### config.mk
export PLATFORM = sky130hd
export DESIGN_NAME = pwa_unit
export DESIGN_NICKNAME = d
export VERILOG_FILES = /design/src/rtl/pwa_pkg.sv /design/src/rtl/pwa_lane.sv /design/src/rtl/pwa_ctrl.sv /design/src/rtl/pwa_datapath.sv /design/src/rtl/pwa_unit.sv
export SDC_FILE = /design/constraint.sdc
export NUM_CORES = 2
export LEC_CHECK = 0
export ABC_AREA = 1
export BUFFER_PORTS_ARGS = -buffer_cell sky130_fd_sc_hd__clkbuf_2
export CAP_MARGIN = 5
export CORE_MARGIN = 5
export CORE_UTILIZATION = 40
export DETAILED_ROUTE_END_ITERATION = 10
export PLACE_DENSITY = 0.57
export SKIP_LAST_GASP = 1
export SLEW_MARGIN = 20
export SYNTH_ARGS = -nofsm -noshare
export SYNTH_HDL_FRONTEND = slang
export SYNTH_HIERARCHICAL = 1
export SYNTH_SLANG_ARGS = --single-unit
### constraint.sdc
create_clock -name clk -period 0.8 [get_ports clk]
set_input_delay 0.16 -clock clk [delete_from_list [all_inputs] [get_ports clk]]
set_output_delay 0.16 -clock clk [all_outputs]
set_load 0.005 [all_outputs]
### src/rtl/pwa_pkg.sv
package pwa_pkg;
  // Strobes sent from control to datapath each cycle
  typedef struct packed {
    logic loadRes;   // capture the computed vector into the result register
    logic reserved;  // the request carried a reserved size code
  } pwa_strobe_t;
endpackage

### src/rtl/pwa_lane.sv
module pwa_lane #(
  parameter int EW = 8
) (
  input  logic [EW-1:0]   opLo,
  input  logic [EW-1:0]   opHi,
  input  logic [2*EW-1:0] accLane,
  input  logic            accumEn,
  input  logic            isUnsigned,
  output logic [2*EW-1:0] laneOut
);
  localparam int RW = 2 * EW;

  logic [RW-1:0] extLo, extHi, pairSum;

  assign extLo   = {{EW{~isUnsigned & opLo[EW-1]}}, opLo};
  assign extHi   = {{EW{~isUnsigned & opHi[EW-1]}}, opHi};
  assign pairSum = extLo + extHi;
  assign laneOut = accumEn ? (pairSum + accLane) : pairSum;
endmodule

### src/rtl/pwa_ctrl.sv
module pwa_ctrl
  import pwa_pkg::*;
#(
  parameter int NUM_SIZES = 3
) (
  input  logic        clk,
  input  logic        rstN,
  input  logic        inValid,
  input  logic [1:0]  sizeCode,
  output pwa_strobe_t strobe,
  output logic        outValid,
  output logic        undefFlag
);
  logic isReserved;

  assign isReserved      = int'(sizeCode) >= NUM_SIZES;
  assign strobe.loadRes  = inValid & ~isReserved;
  assign strobe.reserved = inValid & isReserved;

  always_ff @(posedge clk or negedge rstN) begin
    if (!rstN) begin
      outValid  <= 1'b0;
      undefFlag <= 1'b0;
    end else begin
      outValid  <= inValid;
      undefFlag <= strobe.reserved;
    end
  end
endmodule

### src/rtl/pwa_datapath.sv
module pwa_datapath
  import pwa_pkg::*;
#(
  parameter int VEC_W     = 128,
  parameter int BASE_W    = 8,
  parameter int NUM_SIZES = 3
) (
  input  logic             clk,
  input  logic             rstN,
  input  pwa_strobe_t      strobe,
  input  logic [1:0]       sizeCode,
  input  logic             quadSel,
  input  logic             accumEn,
  input  logic             isUnsigned,
  input  logic [VEC_W-1:0] srcVec,
  input  logic [VEC_W-1:0] accVec,
  output logic [VEC_W-1:0] resVec
);
  localparam int HALF_W = VEC_W / 2;

  logic [NUM_SIZES-1:0][VEC_W-1:0] sizeRes;
  logic [VEC_W-1:0] selRes, nextRes, resReg;

  for (genvar s = 0; s < NUM_SIZES; s++) begin : g_size
    localparam int EW = BASE_W << s;
    localparam int RW = 2 * EW;
    localparam int NL = VEC_W / RW;
    for (genvar e = 0; e < NL; e++) begin : g_lane
      pwa_lane #(.EW(EW)) lane_i (
        .opLo      (srcVec[2*e*EW +: EW]),
        .opHi      (srcVec[(2*e+1)*EW +: EW]),
        .accLane   (accVec[e*RW +: RW]),
        .accumEn   (accumEn),
        .isUnsigned(isUnsigned),
        .laneOut   (sizeRes[s][e*RW +: RW])
      );
    end
  end

  always_comb begin
    selRes = '0;
    for (int s = 0; s < NUM_SIZES; s++) begin
      if (int'(sizeCode) == s) selRes = sizeRes[s];
    end
    nextRes = selRes;
    if (!quadSel) nextRes[VEC_W-1:HALF_W] = '0;
  end

  always_ff @(posedge clk or negedge rstN) begin
    if (!rstN)              resReg <= '0;
    else if (strobe.loadRes) resReg <= nextRes;
  end

  assign resVec = resReg;
endmodule

### src/rtl/pwa_unit.sv
module pwa_unit
  import pwa_pkg::*;
#(
  parameter int VEC_W     = 128,
  parameter int BASE_W    = 8,
  parameter int NUM_SIZES = 3
) (
  input  logic             clk,
  input  logic             rstN,
  input  logic             inValid,
  input  logic [1:0]       sizeCode,
  input  logic             quadSel,
  input  logic             accumEn,
  input  logic             isUnsigned,
  input  logic [VEC_W-1:0] srcVec,
  input  logic [VEC_W-1:0] accVec,
  output logic             outValid,
  output logic [VEC_W-1:0] resVec,
  output logic             undefFlag
);
  pwa_strobe_t strobe;

  pwa_ctrl #(.NUM_SIZES(NUM_SIZES)) ctrl_i (
    .clk      (clk),
    .rstN     (rstN),
    .inValid  (inValid),
    .sizeCode (sizeCode),
    .strobe   (strobe),
    .outValid (outValid),
    .undefFlag(undefFlag)
  );

  pwa_datapath #(.VEC_W(VEC_W), .BASE_W(BASE_W), .NUM_SIZES(NUM_SIZES)) dp_i (
    .clk       (clk),
    .rstN      (rstN),
    .strobe    (strobe),
    .sizeCode  (sizeCode),
    .quadSel   (quadSel),
    .accumEn   (accumEn),
    .isUnsigned(isUnsigned),
    .srcVec    (srcVec),
    .accVec    (accVec),
    .resVec    (resVec)
  );
endmodule

==> flow_metrics.tcl <==
set metrics [dict create \
    status "finished with violations" \
    violations "setup timing" \
    ctsLongestPathBuffers 2 \
    finalCritPeriodShare_pct 441.2 \
    syn_area_um2 47170 \
    stdcell_area_um2 76680 \
    drt_iter0_drc 6166 \
    critPathCaptureType "flip-flop" \
    dp_hpwl_um 214300 \
    grt_max_degree 59 \
    fillers 11050 \
    register_area_um2 3253 \
    route.detailed.drc 0 \
    antenna_found_initial 9 \
    max_cap_viol_count 0 \
    rsz0062_at_grt "true" \
    clockRootBuffer "clkbuf_16" \
    min_period_ns 3.530 \
    yosysTopAreaCellShare_pct 20.91 \
    slew_headroom_pct 65.04 \
    core_area_um2 117600 \
    drt_pass1_iterations 9 \
    startpoint_type "primary input" \
    clock_latency_ns 0.54 \
    arrival_ns 4.02 \
    ant_nets 0 \
    nets 11770 \
    required_ns 1.29 \
    cp_max_fo 4 \
    wire_per_inst_um 20.31 \
    synth_top_cell_by_area "nand2_1" \
    vias 67180 \
    power.total_mw 128.3 \
    final_cell_mix "nand2_1, buf_4, inv_1, nand3_1, nor2_1" \
    first_global_vias 62980 \
    synthFlopType "dfrtp_1" \
    initial_core_util_pct 40.11 \
    placed_area_um2 68000 \
    io_buffers 393 \
    grt_pass1_wl_um 369800 \
    drive_gt1_share_pct 40.38 \
    die_area_um2 124900 \
    powerDensity_nw_per_um2 1673 \
    dieHeight_um 353.4 \
    synth.distinct_cells 59 \
    grt_remaining_overflow 0 \
    fin_cells 12420 \
    placed_cells 12250 \
    path_class "primary input to flip-flop" \
    maxSlewViolCount 0 \
    cts.sinks 130 \
    max_freq_ghz 0.2833 \
    setup_violations 264 \
    io_pins 394 \
    final_common_cell "nand2_1" \
    p_leak_nw 39.98 \
    hold_class "primary input to flip-flop" \
    via_per_inst 5.408 \
    synth_seq_cells 130 \
    postSynth.asyncResetShare_pct 100.0 \
    tightest_slew_ns 0.5207 \
    rows 126 \
    avgSynthCellArea_um2 5.645 \
    vdd_drop_max_mv 2.242 \
    synth_edf_count 0 \
    place.gp.congestion 1.047 \
    final.setup.worst_slack_ns -2.730 \
    die_w_um 353.4 \
    cts_tree "yes" \
    synth_cells 8356 \
    cts_made_buffers 17 \
    cts-htree-levels 4 \
    synth_warnings 6 \
    ys_seq_area_share_pct 6.897 \
    synth_area_leaders "nand2_1, ha_1, nand3_1" \
    syn_nets 9266 \
    multi_input_area_um2 47070 \
    hold_slack_ns 0.1357 \
    wirelength_um 252300 \
    grt_use_total_pct 38.14 \
    hold_viol_final 0 \
    clkTransAtPathRegs_ns 0.07 \
    syn2layout_area_growth_pct 62.56 \
    fin_skew_ns 0 \
]
path summary, 6_finish.rpt:
check | end | from | slack (ns) | cells past startpoint
max | dp_i/resVec[13] | srcVec[32] | -2.73 | 23
min | ctrl_i/undefFlag | inValid | 0.14 | 4
max reg2reg | dp_i/resVec[97] | dp_i/resVec[97] | 0.05 | 2
min reg2reg | dp_i/resVec[100] | dp_i/resVec[100] | 0.47 | 2
max in group asynchronous | dp_i/resVec[24] | rstN | -0.07 | 3
min in group asynchronous | dp_i/resVec[28] | rstN | 0.16 | 3
per-stage QoR:
| stage | setup TNS (ns) | util, % | setup slack, ns |
|---|---|---|---|
| finish | -359.03 | 65.20 | -2.730 |
| global route | -384.28 | 65.19 | -2.851 |
| CTS | -349.63 | 62.00 | -2.498 |
| detailed placement | -393.82 | 57.82 | -3.541 |
| global placement | -390.56 | 57.82 | -3.499 |
| floorplan | -279.93 | - | -2.540 |
layout make-up:
cell class / instances / area share (%)
clock buffers: 21 / 0.6136
inverters: 937 / 4.615
flip-flops and latches: 130 / 4.243
multi-input cells: 7130 / 61.39
repair buffers: 2648 / 26.41
well taps: 1536 / 2.506
clock inverters: 11 / 0.1974
diodes: 8 / 0.02611
cells in the mapped netlist, drive strengths merged, types with 30 or more instances:
master	number
xnor2	143
o21bai	73
or2	30
o21ai	510
nor3	96
dfrtp	130
nand3b	43
ha	618
a21o	61
a21oi	623
xor2	121
nand3	911
o21a	38
and2	49
buf	123
clkbuf	41
nor2	782
nand4	76
a31oi	38
inv	929
nand2	2838
critical path, cell delays in order:
cell	delay [ns]
buf_8	0.11
ha_4	0.16
fa_2	0.35
nand2_2	0.07
nand2_2	0.07
o21ai_4	0.08
o21ai_4	0.11
a21boi_4	0.26
buf_4	0.16
xnor2_2	0.14
ha_1	0.33
a21oi_2	0.22
o21ai_2	0.10
a21oi_1	0.27
nand2_2	0.16
buf_4	0.17
xnor2_1	0.11
o21ai_1	0.33
buf_4	0.18
nand3_1	0.15
nand3_1	0.19
nand2_1	0.08
nand2_1	0.06
flip-flops by register name (all words and copies together), names as in the netlist:
signal / cells
ctrl_i/undefFlag: 1
ctrl_i/outValid: 1
dp_i/resVec: 128
metal layers:
layer | wire length, um | track usage, % | up-vias
met5 | 11 | 0 | -
met4 | 8986 | 11.92 | 2
met3 | 24070 | 7.003 | 417
met2 | 105500 | 57.88 | 2713
met1 | 113700 | 54.57 | 31510
li1 | - | - | 32540
cell families after synthesis:
| family | count (synthesis) | synth area share [%] |
|---|---|---|
| adder cells (fa/ha/maj) | 646 | 17.58 |
| AND/OR/NAND/NOR | 4844 | 44.41 |
| buffers and inverters | 1101 | 9.300 |
| AO/OA/AOI/OAI | 1371 | 16.72 |
| flip-flops | 130 | 6.897 |
| XOR/XNOR | 264 | 5.093 |
report_power, final:
group          switching [mW]  internal [mW]
Combinational            60.2           50.1
Clock                    4.24           5.16
Sequential              0.916           7.73
timing repair:
| action | in CTS | in global routing |
|---|---|---|
| pin swaps | 271 | 307 |
| buffers inserted | 70 | 55 |
| endpoints found under the setup margin | 259 | 264 |
| resized for setup | 814 | 725 |
| gates cloned | 5 | 2 |
| endpoints found under the hold margin | 131 | 0 |
| hold buffers | 3 | 0 |
Note: power is estimated with default switching activity, not from simulation.
